### src/rtl/ldst_agu_pkg.sv
package ldst_agu_pkg;

  typedef enum logic [2:0] {
    MODE_PLAIN   = 3'd0,
    MODE_POS     = 3'd1,
    MODE_NEG     = 3'd2,
    MODE_PREINC  = 3'd3,
    MODE_PREDEC  = 3'd4,
    MODE_POSTINC = 3'd5,
    MODE_POSTDEC = 3'd6,
    MODE_BAD     = 3'd7
  } agu_mode_e;

  typedef enum logic [1:0] {
    SRC_SHORT = 2'd0,
    SRC_REG   = 2'd1,
    SRC_LONG  = 2'd2,
    SRC_ONE   = 2'd3
  } agu_src_e;

  typedef enum logic [1:0] {
    SZ_BYTE = 2'd0,
    SZ_HALF = 2'd1,
    SZ_WORD = 2'd2,
    SZ_BAD  = 2'd3
  } agu_size_e;

  // Strobes from control to datapath
  typedef struct packed {
    logic fire;       // legal request: capture results
    logic reject;     // illegal request
    logic subtract;   // base minus offset
    logic zeroOff;    // offset forced to zero
    logic useSum;     // address from modified base
    logic writeBack;  // base update requested
  } agu_ctrl_t;

endpackage

### src/rtl/ldst_agu_ctrl.sv
module ldst_agu_ctrl
  import ldst_agu_pkg::*;
#(
  parameter int REG_IDX_W = 5,
  parameter int DP_REG    = 30,
  parameter int SP_REG    = 31
) (
  input  logic                 reqValid,
  input  logic [2:0]           modeSel,
  input  logic [1:0]           offSrc,
  input  logic [1:0]           accSize,
  input  logic [REG_IDX_W-1:0] baseIdx,
  output agu_ctrl_t            strobes
);

  localparam logic [REG_IDX_W-1:0] DpIdx = REG_IDX_W'(DP_REG);
  localparam logic [REG_IDX_W-1:0] SpIdx = REG_IDX_W'(SP_REG);

  agu_mode_e mode;
  agu_src_e  src;
  logic      longBaseOk;
  logic      illegal;
  logic      modifyForm;

  always_comb begin
    mode       = agu_mode_e'(modeSel);
    src        = agu_src_e'(offSrc);
    longBaseOk = (baseIdx == DpIdx) || (baseIdx == SpIdx);
    modifyForm = (mode == MODE_PREINC) || (mode == MODE_PREDEC) ||
                 (mode == MODE_POSTINC) || (mode == MODE_POSTDEC);

    illegal = 1'b0;
    if (mode == MODE_BAD) illegal = 1'b1;
    if (agu_size_e'(accSize) == SZ_BAD) illegal = 1'b1;
    if (src == SRC_LONG && !(mode == MODE_POS && longBaseOk)) illegal = 1'b1;
    if (src == SRC_ONE && !modifyForm) illegal = 1'b1;

    strobes.fire      = reqValid && !illegal;
    strobes.reject    = reqValid && illegal;
    strobes.subtract  = (mode == MODE_NEG) || (mode == MODE_PREDEC) ||
                        (mode == MODE_POSTDEC);
    strobes.zeroOff   = (mode == MODE_PLAIN);
    strobes.useSum    = !((mode == MODE_POSTINC) || (mode == MODE_POSTDEC));
    strobes.writeBack = modifyForm;
  end

endmodule

### src/rtl/ldst_agu_dp.sv
module ldst_agu_dp
  import ldst_agu_pkg::*;
#(
  parameter int ADDR_W    = 32,
  parameter int REG_IDX_W = 5,
  parameter int SHORT_W   = 5,
  parameter int LONG_W    = 15
) (
  input  logic                 clk,
  input  logic                 rstN,
  input  agu_ctrl_t            strobes,
  input  logic [1:0]           offSrc,
  input  logic [1:0]           accSize,
  input  logic [REG_IDX_W-1:0] baseIdx,
  input  logic [ADDR_W-1:0]    baseVal,
  input  logic [ADDR_W-1:0]    offReg,
  input  logic [LONG_W-1:0]    offConst,
  output logic                 addrValid,
  output logic [ADDR_W-1:0]    memAddr,
  output logic [1:0]           memSize,
  output logic                 wbEn,
  output logic [REG_IDX_W-1:0] wbIdx,
  output logic [ADDR_W-1:0]    wbVal,
  output logic                 reqErr
);

  logic [ADDR_W-1:0] offRaw;
  logic [ADDR_W-1:0] offScaled;
  logic [ADDR_W-1:0] newBase;

  always_comb begin
    unique case (agu_src_e'(offSrc))
      SRC_SHORT: offRaw = ADDR_W'(offConst[SHORT_W-1:0]);
      SRC_REG:   offRaw = offReg;
      SRC_LONG:  offRaw = ADDR_W'(offConst);
      default:   offRaw = ADDR_W'(1);
    endcase
    offScaled = strobes.zeroOff ? '0 : (offRaw << accSize);
    newBase   = strobes.subtract ? (baseVal - offScaled) : (baseVal + offScaled);
  end

  always_ff @(posedge clk) begin
    if (!rstN) begin
      addrValid <= 1'b0;
      wbEn      <= 1'b0;
      reqErr    <= 1'b0;
      memAddr   <= '0;
      wbVal     <= '0;
      memSize   <= '0;
      wbIdx     <= '0;
    end else begin
      addrValid <= strobes.fire;
      wbEn      <= strobes.fire && strobes.writeBack;
      reqErr    <= strobes.reject;
      if (strobes.fire) begin
        memAddr <= strobes.useSum ? newBase : baseVal;
        wbVal   <= newBase;
        memSize <= accSize;
        wbIdx   <= baseIdx;
      end
    end
  end

endmodule

### src/rtl/ldst_addr_gen.sv
module ldst_addr_gen
  import ldst_agu_pkg::*;
#(
  parameter int ADDR_W    = 32,
  parameter int REG_IDX_W = 5,
  parameter int SHORT_W   = 5,
  parameter int LONG_W    = 15,
  parameter int DP_REG    = 30,
  parameter int SP_REG    = 31
) (
  input  logic                 clk,
  input  logic                 rstN,
  input  logic                 reqValid,
  input  logic [2:0]           modeSel,
  input  logic [1:0]           offSrc,
  input  logic [1:0]           accSize,
  input  logic [REG_IDX_W-1:0] baseIdx,
  input  logic [ADDR_W-1:0]    baseVal,
  input  logic [ADDR_W-1:0]    offReg,
  input  logic [LONG_W-1:0]    offConst,
  output logic                 addrValid,
  output logic [ADDR_W-1:0]    memAddr,
  output logic [1:0]           memSize,
  output logic                 wbEn,
  output logic [REG_IDX_W-1:0] wbIdx,
  output logic [ADDR_W-1:0]    wbVal,
  output logic                 reqErr
);

  agu_ctrl_t strobes;

  ldst_agu_ctrl #(
    .REG_IDX_W(REG_IDX_W),
    .DP_REG   (DP_REG),
    .SP_REG   (SP_REG)
  ) u_ctrl (
    .reqValid(reqValid),
    .modeSel (modeSel),
    .offSrc  (offSrc),
    .accSize (accSize),
    .baseIdx (baseIdx),
    .strobes (strobes)
  );

  ldst_agu_dp #(
    .ADDR_W   (ADDR_W),
    .REG_IDX_W(REG_IDX_W),
    .SHORT_W  (SHORT_W),
    .LONG_W   (LONG_W)
  ) u_dp (
    .clk      (clk),
    .rstN     (rstN),
    .strobes  (strobes),
    .offSrc   (offSrc),
    .accSize  (accSize),
    .baseIdx  (baseIdx),
    .baseVal  (baseVal),
    .offReg   (offReg),
    .offConst (offConst),
    .addrValid(addrValid),
    .memAddr  (memAddr),
    .memSize  (memSize),
    .wbEn     (wbEn),
    .wbIdx    (wbIdx),
    .wbVal    (wbVal),
    .reqErr   (reqErr)
  );

endmodule

### config.mk
export PLATFORM = sky130hd
export DESIGN_NAME = ldst_addr_gen
export DESIGN_NICKNAME = d
export VERILOG_FILES = /design/src/rtl/ldst_agu_pkg.sv /design/src/rtl/ldst_agu_ctrl.sv /design/src/rtl/ldst_agu_dp.sv /design/src/rtl/ldst_addr_gen.sv
export SDC_FILE = /design/constraint.sdc
export NUM_CORES = 1
export LEC_CHECK = 0
export ABC_AREA = 1
export BUFFER_PORTS_ARGS = -buffer_cell sky130_fd_sc_hd__buf_2
export CELL_PAD_IN_SITES_DETAIL_PLACEMENT = 0
export CELL_PAD_IN_SITES_GLOBAL_PLACEMENT = 1
export CORE_UTILIZATION = 34
export CTS_BUF_LIST = sky130_fd_sc_hd__clkbuf_8 sky130_fd_sc_hd__clkbuf_16
export CTS_CLUSTER_DIAMETER = 100
export CTS_CLUSTER_SIZE = 10
export DETAILED_ROUTE_END_ITERATION = 7
export GPL_ROUTABILITY_DRIVEN = 0
export GPL_TIMING_DRIVEN = 0
export PLACE_DENSITY_LB_ADDON = 0.1
export RECOVER_POWER = 50
export SYNTH_ARGS = -nofsm -noshare
export SYNTH_HDL_FRONTEND = slang
export SYNTH_HIERARCHICAL = 1
export SYNTH_SLANG_ARGS = --single-unit
### constraint.sdc
create_clock -name clk -period 3.85 [get_ports clk]
set_input_delay 0.385 -clock clk [delete_from_list [all_inputs] [get_ports clk]]
set_output_delay 0.385 -clock clk [all_outputs]
set_load 0.005 [all_outputs]
==> results.ini, run 1 <==
[critical_path]
rrSetupSlack_ns = 3.16
crit_buf_inv = 4
crit_path_max_incr_delay_ns = 0.34
cp.arrival_ns = 3.99
crit_required_ns = 4.09
critPathCaptureType = register
worst-path-stages = 24
timing.rr.end = u_dp/wbVal[3]
cp-endpoint = u_dp/wbVal[30]
crit_family = simple AND/OR/NAND/NOR gates
cpMostUsedCell = nand2_2
startpoint = offSrc[0]
setup.worst_path.class = in -> reg
start_kind = primary input
r2r_start = u_dp/wbVal[3]
rr_worst_depth = 4
worstPathMaxFanout = 10
slowest_stage = ha_4
crit_chain = buf_2 -> buf_6 -> or2_4 -> nand2_2 -> o21ai_1 -> nand2_2 -> ha_4 -> nand2_4 -> nor2_4 -> nand2_2 -> o41ai_4 -> xor2_1 -> inv_1 -> ha_4 -> nand2_4 -> nor4_4 -> nand3b_1 -> nand3_2 -> nand2_1 -> o211ai_1 -> nor2_1 -> nand3b_1 -> o211ai_1 -> inv_1

[synthesis]
synth_ff_type = dfxtp_1
postSynthAreaPerCell_um2 = 6.19
syn-num-nets = 1215
synth_edf_count = 0
synthCells = 1088
yosysWarnings = 6
synth_seq_area_share = 0.220
yosysUniqueCellTypes = 43
ys_ff_latch = 74
async_reset_ff_frac = 0
syn-cell-area_um2 = 6730

[cts]
ctsHtreeMaxLevel = 3
cts_tree = built
clk_latency_ns = 0.34
cts_hold_buf = 0
clk_pin_slew_ns = 0.06
cts.sinks = 74
cts_max_path_buffers = 2
cts_buffers = 9
cts-root-buf = clkbuf_16

[floorplan]
initial_core_util = 0.346
core_area_um2 = 19500
die_h_um = 143
die_w_um = 143
ios = 168
dieArea_um2 = 20400
fp-row-count = 51

[drt]
final_antenna_net_count = 0
wirelength_um = 23600
first_iter_violations = 499
wl_per_cell_um = 15.2
drc = 0
dr.pass1.iters = 5
vias = 7659
via_per_inst = 4.94

[global_routing]
gr-total-overflow = 0
antenna_found_initial = 0
grt.total_usage = 0.231
grt_pass1_wl_um = 36100
grt_max_degree = 12
first_global_vias = 6766

[sta]
setup_violations = 0
setup_ws_ns = 0.0944
max_freq_ghz = 0.266
rsz0062_at_grt = true
slew_headroom = 0.445
tightestPinTransition_ns = 0.832
finalCritPeriodShare = 0.975
period_needed_ns = 3.76
maxSlewViolCount = 0
finalHoldViolations = 0
skew_ns = 0

[cells_and_area]
layout.cells.non_filler = 1551
antenna_cells = 0
drive_gt1_frac = 0.240
nets = 1410
mostFrequentLayoutCell = nand2_1
final_cell_mix = nand2_1 (224), nand3_1 (144), buf_2 (138)
area_growth_pct = 30.7

[place]
io_buffers = 166
place_ws_ns = -1.05
dp_hpwl_um = 19400
placedCellCount = 1519

[power]
p_per_area_nw_per_um2 = 394
power_uw = 3470
p_leak_uw = 0.00442
vdd_drop_max_uv = 223

[worst_hold_path]
hp-class = in -> reg

[run]
maxCapViolCount = 0

[status]
outcome = finished, final reports clean

[per-stage QoR]
stage	area, um^2	hold WS (ns)	setup TNS [ns]	util
global route	8800	0.280	-1.00	0.452
global placement	7890	0.454	-31.12	0.406
floorplan	6730	0.462	0	-
detailed placement	7890	0.454	-32.24	0.406
finish	8800	0.275	0	0.452
CTS	8430	0.260	-0.00188	0.433
[where the power goes]
part           switching, uW  internal [uW]  leakage [uW]  total (uW)
sequential              37.3            842      0.000608         879
clock                    319            621      0.000164         939
combinational           1020            628       0.00365        1650
[registers in the layout, summed over array words and instances (netlist names)]
name,flops
u_dp/addrValid,1
u_dp/memAddr,32
u_dp/wbVal,32
u_dp/wbIdx,5
u_dp/wbEn,1
u_dp/memSize,2
u_dp/reqErr,1
[repair_timing]
item                       4_1_cts  5_1_grt
setup endpoints to repair       47       41
gates resized for setup         41       93
cloned                           0        0
pin swaps                        8       28
buffers inserted                 7       11
[cell families after synthesis]
logic type,synth area share
XOR/XNOR,0.0586
AND/OR/NAND/NOR,0.366
buffers and inverters,0.107
flip-flops,0.220
AO/OA/AOI/OAI,0.186
adder cells (fa/ha/maj),0.0625
[synth_stat cells, drive strengths merged, types with 2 or more instances]
cell type | count | area share
a21boi | 3 | 0.0033
a21o | 7 | 0.0078
a21oi | 83 | 0.062
a31oi | 2 | 0.0019
buf | 28 | 0.022
clkbuf | 23 | 0.013
dfxtp | 74 | 0.22
ha | 32 | 0.059
inv | 127 | 0.071
nand2 | 249 | 0.14
nand3 | 165 | 0.13
nand3b | 7 | 0.0084
nand4 | 9 | 0.0084
nor2 | 99 | 0.060
nor3 | 8 | 0.0059
nor4 | 2 | 0.0019
o211ai | 50 | 0.056
o21a | 3 | 0.0033
o21ai | 53 | 0.040
o21bai | 6 | 0.0067
o41ai | 2 | 0.0026
or2 | 5 | 0.0050
xnor2 | 13 | 0.017
xor2 | 32 | 0.042
[final cells by class]
| class | count | area [um^2] |
|---|---|---|
| multi-input cells | 835 | 4940 |
| clock inverters | 5 | 97.6 |
| well taps | 265 | 332 |
| clock buffers | 9 | 225 |
| flip-flops and latches | 74 | 1480 |
| inverters | 128 | 489 |
| plain buffers | 51 | 287 |
| repair buffers | 184 | 946 |
| fillers | 2181 | 10700 |
[worst min path at each step]
| stage | start | endpoint | slack [ns] | cells past startpoint |
|---|---|---|---|---|
| 3_5_place_dp | u_dp/memAddr[20] | u_dp/memAddr[20] | 0.45 | 2 |
| 4_1_cts | baseIdx[0] | u_dp/wbIdx[0] | 0.26 | 3 |
| 3_3_place_gp | u_dp/memAddr[25] | u_dp/memAddr[25] | 0.45 | 2 |
| 2_1_floorplan | u_dp/memAddr[10] | u_dp/memAddr[10] | 0.46 | 2 |
| 6_report | baseIdx[0] | u_dp/wbIdx[0] | 0.27 | 3 |
| 5_1_grt | baseIdx[0] | u_dp/wbIdx[0] | 0.28 | 3 |
[worst min-delay path, cell delays in order]
cell    delay, ns
buf_2        0.08
nor2_1       0.03
nor2_1       0.09
[layer usage]
layer  vias to the layer above  track usage  wire length (um)
met5                         -            0                 0
met1                      3404        0.332             11900
met3                        16       0.0252              1100
li1                       4042            -                 -
met2                       197        0.366             10400
met4                         0       0.0577               270
No activity file was read; power rests on OpenSTA's default activity.
==> run 2, diff against run 1 <==
--- a/constraint.sdc
+++ b/constraint.sdc
@@ -3,2 +3,2 @@
 set_output_delay 0.385 -clock clk [all_outputs]
-set_load 0.005 [all_outputs]
+set_load 0.1 [all_outputs]
==> run 2 against run 1 <==
  * Global-route usage stayed put
  * Clock power hardly changed
  * Final area is 0.50% lower
  * Clock skew stayed put
  * Combinational power is 32% higher
  * Highest routed layer unchanged
  * Die area stayed put
  * First-iteration DRC count is 4.4% higher
  * Critical path depth is 1 higher
  * Worst setup slack worse by 0.030 ns
==> results.ini, run 2 (synthesis gave the netlist of run 1 again) <==
[status]
outcome = finished, final reports clean

[cts]
clk_latency_ns = 0.34
clk_pin_slew_ns = 0.06
cts_buffers = 9
cts.sinks = 74
cts_tree = built
ctsHtreeMaxLevel = 3
cts-root-buf = clkbuf_16
cts_max_path_buffers = 2

[floorplan]
ios = 168
initial_core_util = 0.346
core_area_um2 = 19500
dieArea_um2 = 20400
fp-row-count = 51
die_w_um = 143
die_h_um = 143

[cells_and_area]
drive_gt1_frac = 0.212
top_regs = u_dp/memAddr (32), u_dp/wbVal (32), u_dp/wbIdx (5)
mostFrequentLayoutCell = nand2_1
fillers = 2195
layout.cells.non_filler = 1551
multi_input_area_um2 = 4940
nets = 1410
area_growth_pct = 30.0
final_cell_mix = nand2_1 (224), nand3_1 (144), inv_1 (119)
regArea_um2 = 1480
antenna_cells = 0
design_area_um2 = 8750
final_util = 0.450

[drt]
routed-wl-met2_um = 10300
wl_per_cell_um = 15.3
dr.pass1.iters = 4
final_antenna_net_count = 0
first_iter_violations = 521
top_layer = met4
drt-met1-wl_um = 11900
dr_wl_met3_um = 1170
drc = 0
wirelength_um = 23700
vias = 7643
via_per_inst = 4.93

[sta]
tightestPinTransition_ns = 1.19
finalCritPeriodShare = 0.983
setup_tns_ns = 0
setup_violations = 0
max_freq_ghz = 0.264
skew_ns = 0
whs_ns = 0.272
slew_headroom = 0.209
period_needed_ns = 3.79
maxSlewViolCount = 0
rsz0062_at_grt = true
finalHoldViolations = 0

[critical_path]
critPathCaptureType = register
start_kind = primary input
timing.rr.end = u_dp/wbVal[3]
rrSetupSlack_ns = 3.16
cp.arrival_ns = 4.02
setup.worst_path.class = in -> reg
rr_worst_depth = 4
worstPathMaxFanout = 10
r2r_start = u_dp/wbVal[3]
crit_required_ns = 4.09

[power]
vdd_drop_max_uv = 225
p_per_area_nw_per_um2 = 456
p_leak_uw = 0.00428

[global_routing]
first_global_vias = 6766
grt.total_usage = 0.231
gr-total-overflow = 0
antenna_found_initial = 0
grt_pass1_wl_um = 36100
grt_max_degree = 12

[place]
placedCellCount = 1519
placed_cell_area_um2 = 7890
io_buffers = 166
dp_hpwl_um = 19400

[worst_hold_path]
hp-class = in -> reg
whs_endpoint = u_dp/wbIdx[0]
whs_path_depth = 3
min_from = baseIdx[0]

[run]
maxCapViolCount = 0

## run 2: area by class of cell
type / count / area share
plain buffers: 51 / 0.0327
multi-input cells: 835 / 0.564
clock inverters: 5 / 0.0111
well taps: 265 / 0.0379
repair buffers: 184 / 0.103
flip-flops and latches: 74 / 0.169
inverters: 128 / 0.0559
clock buffers: 9 / 0.0257
## run 2: critical path, stage by stage
cell	delay, ns
buf_2	0.13
buf_6	0.14
or2_4	0.26
nand2_2	0.08
o21ai_1	0.09
nand2_2	0.12
nand2_1	0.06
nor2_1	0.16
nand3_2	0.15
nor2_2	0.17
nor2_1	0.08
a21oi_2	0.16
xnor2_1	0.13
inv_1	0.06
ha_2	0.40
nand2_2	0.12
nor4_4	0.27
nand3b_1	0.18
nand3_2	0.13
nand2_1	0.06
o211ai_1	0.15
nor2_1	0.10
nand3b_1	0.24
o211ai_1	0.15
inv_1	0.05
## run 2: how the worst max path moves through the flow
stage               cells past startpoint  startpoint                to
floorplan                              24  modeSel[2]    u_dp/wbVal[27]
global route                           25  modeSel[2]    u_dp/wbVal[30]
CTS                                    25  modeSel[1]  u_dp/memAddr[23]
detailed placement                     21  modeSel[1]    u_dp/wbVal[20]
finish                                 25   offSrc[0]    u_dp/wbVal[30]
global placement                       21  modeSel[1]    u_dp/wbVal[20]
## run 2: through the flow
stage / setup WS (ns) / power [uW]
finish: 0.0647 / 3990
global route: -0.115 / 4240
CTS: -0.00188 / 3900
detailed placement: -1.05 / 2870
global placement: -1.01 / 2870
floorplan: 0.178 / 2430
## run 2: where the power goes
part / internal, uW / leakage [uW] / switching [uW]
sequential: 842 / 0.000608 / 38.3
combinational: 619 / 0.00351 / 1560
clock: 621 / 0.000164 / 317
total: 2080 / 0.00428 / 1910
## run 2: repair_timing
action	CTS	global route
resized for setup	41	93
pin swaps	8	28
gates cloned	0	0
endpoints found under the setup margin	47	41
buffers inserted	7	11
hold buffers	0	0
## run 2: per-layer routing
| layer | GRT usage | vias to the layer above |
|---|---|---|
| li1 | - | 4043 |
| met1 | 0.332 | 3389 |
| met2 | 0.366 | 195 |
| met3 | 0.0252 | 16 |
| met4 | 0.0577 | 0 |
| met5 | 0 | - |
==> run 3, diff against run 2 <==
- ABC_AREA: 1 -> not set
- BUFFER_PORTS_ARGS: -buffer_cell sky130_fd_sc_hd__buf_2 -> -buffer_cell sky130_fd_sc_hd__clkbuf_2
- CORE_UTILIZATION: 34 -> 36
==> run 3 against run 2 <==
  * The flow now finishes with violations (setup timing)
  * Area after synthesis is 3.9% lower
  * Combinational power is 14% higher
  * Wire length is 0.47% higher
  * Total power is 7.9% higher
  * Via count is 8.2% lower
  * Critical path type unchanged
==> results.ini, run 3 <==
[cells_and_area]
final_cell_mix = clkbuf_2 (113), nor2_1 (93), dfxtp_1 (74)
mostFrequentLayoutCell = clkbuf_2
regArea_um2 = 1480
area_growth_pct = 47.1
drive_gt1_frac = 0.351
nets = 1175
multi_input_area_um2 = 5550
antenna_cells = 0
final_util = 0.546
top_regs = u_dp/memAddr (32), u_dp/wbVal (32), u_dp/wbIdx (5)
fillers = 1687

[global_routing]
grt_max_degree = 14
antenna_found_initial = 0
grt_pass1_wl_um = 35400
met1_usage = 0.346
met3_usage = 0.0254
gr-total-overflow = 0
grt.total_usage = 0.248
grt.busiest_layer = met2
first_global_vias = 6456
met2_usage = 0.401

[power]
p_per_area_nw_per_um2 = 453
vdd_drop_max_uv = 277
p_leak_uw = 0.00406

[synthesis]
synth_top_area_cell = dfxtp_1
yosysUniqueCellTypes = 75
synth_edf_count = 0
syn-cell-area_um2 = 6470
async_reset_ff_frac = 0
ys_ff_latch = 74
postSynthAreaPerCell_um2 = 8.08
yosysMostFrequentCell = nor2_1
synth_ff_type = dfxtp_1
synth_seq_area_share = 0.229
yosysWarnings = 6
synth_commonest_cells = nor2_1 (99), dfxtp_1 (74), mux2i_1 (72)
syn-num-nets = 927
synthCells = 800
yosysTopAreaCellShare = 0.229
synth_area_leaders = dfxtp_1 (23%), mux2i_1 (11%), ha_1 (6.2%)

[sta]
period_needed_ns = 4.74
skew_ns = 0
tightestPinTransition_ns = 1.20
rsz0062_at_grt = true
finalHoldViolations = 0
slew_headroom = 0.205
finalCritPeriodShare = 1.23
setup_ws_ns = -0.892
max_freq_ghz = 0.211
setup_violations = 37
maxSlewViolCount = 0

[critical_path]
crit_chain = clkbuf_16 -> nor2b_4 -> buf_6 -> buf_8 -> a21oi_4 -> mux4_2 -> a31oi_4 -> nor3_2 -> nor3b_4 -> buf_4 -> a21oi_2 -> xor2_1 -> ha_1 -> nand3_1 -> or2_4 -> a311o_1 -> a2111oi_4 -> o221a_4 -> a221o_1 -> a2111o_1 -> o21ai_1 -> or4_1 -> o21ai_1
crit_path_max_incr_delay_ns = 0.54
cpMostUsedCell = o21ai_1
start_kind = primary input
slowest_stage = mux4_2
setup.worst_path.class = in -> reg
timing.rr.end = u_dp/memAddr[30]
startpoint = offSrc[0]
r2r_start = u_dp/memAddr[30]
cp.arrival_ns = 5.01
critPathCaptureType = register
worstPathMaxFanout = 6
crit_required_ns = 4.12
cp-endpoint = u_dp/memAddr[31]
rrSetupSlack_ns = 3.06
rr_worst_depth = 2

[cts]
clk_latency_ns = 0.34
ctsHtreeMaxLevel = 3
cts_tree = built
cts_max_path_buffers = 2
cts_buffers = 9
clk_pin_slew_ns = 0.06
cts.sinks = 74
cts-root-buf = clkbuf_16

[drt]
dr.pass1.iters = 5
via_per_inst = 5.49
drc = 0
wirelength_um = 23800
vias = 7015
first_iter_violations = 440
final_antenna_net_count = 0
wl_per_cell_um = 18.6

[floorplan]
core_area_um2 = 17400
fp-row-count = 48
die_w_um = 136
die_h_um = 136
initial_core_util = 0.371
dieArea_um2 = 18500
ios = 168

[run]
maxCapViolCount = 0

[place]
dp_hpwl_um = 18000
place_ws_ns = -1.76
io_buffers = 167

[status]
outcome = complete, but fails checks
violations = setup timing

[worst_hold_path]
hp-class = in -> reg

## run 3: cell types whose count changed after synthesis, sizes merged, moves of 18 or more
cell    previous run  this run
mux2i              0        72
o21ai             53        35
xnor2             13        39
a211oi             0        29
o211ai            50         7
a21oi             83        64
inv              127        16
nand2            249        36
nand3            165        11
nor2b              0        20
## run 3: through the flow
| stage | hold WS (ns) | TNS, ns | power [uW] | instance area (um^2) | cells |
|---|---|---|---|---|---|
| final | 0.278 | -17.86 | 4310 | 9510 | 1278 |
| after global routing | 0.294 | -24.28 | 4510 | 9510 | 1278 |
| after CTS | 0.279 | -13.15 | 4100 | 8930 | 1250 |
| after detailed placement | 0.479 | -41.71 | 2900 | 7850 | 1192 |
| after global placement | 0.476 | -41.47 | 2900 | 7850 | 1192 |
| after floorplan | 0.520 | -5.30 | 2480 | 6730 | 800 |
## run 3: area by class of cell
class | instances | share of cell area
Timing Repair Buffer | 238 | 0.155
Buffer | 49 | 0.0343
Multi-Input combinational cell | 658 | 0.583
Inverter | 18 | 0.00815
Tap cell | 225 | 0.0296
Sequential cell | 74 | 0.156
Clock inverter | 6 | 0.00947
Clock buffer | 10 | 0.0251
## run 3: power breakdown
part	internal [uW]	switching, uW	total, uW	leakage (uW)
logic	893	1580	2470	0.00330
clock network	587	356	942	0.000159
registers	849	45.2	894	0.000607
total	2330	1980	4310	0.00406
## run 3: per-layer routing
metal,vias to the layer above,share of wire
met2,212,0.46
li1,3455,-
met1,3322,0.47
met3,26,0.050
met5,-,0
met4,0,0.017
## run 3: logic make-up after synthesis
logic type,after synthesis,synth area share
AND/OR/NAND/NOR,236,0.180
AO/OA/AOI/OAI,250,0.268
XOR/XNOR,59,0.0799
adder cells (fa/ha/maj),33,0.0650
buffers and inverters,68,0.0437
multiplexers,80,0.134
flip-flops,74,0.229
## run 3: timing repair
action,in CTS,in global routing
cloned,1,1
endpoints found under the setup margin,44,46
hold buffers,0,0
pin swaps,77,78
resized for setup,90,89
setup buffers,42,28
## run 3: how the worst min path moves through the flow
stage / start / to / cells past startpoint
3_3_place_gp: u_dp/wbVal[23] / u_dp/wbVal[23] / 2
3_5_place_dp: u_dp/memAddr[5] / u_dp/memAddr[5] / 2
2_1_floorplan: rstN / u_dp/addrValid / 2
4_1_cts: baseIdx[0] / u_dp/wbIdx[0] / 3
5_1_grt: baseIdx[0] / u_dp/wbIdx[0] / 3
6_report: baseIdx[0] / u_dp/wbIdx[0] / 3
## run 3: critical path, delay by kind of cell
kind	cells	cell delay [ns]
AOI/OAI and AO/OA	10	1.91
adders and majority gates	1	0.31
buffers and inverters	4	0.55
and+or+nand+nor	6	1.20
xor gates and xnor gates	1	0.12
muxes	1	0.54
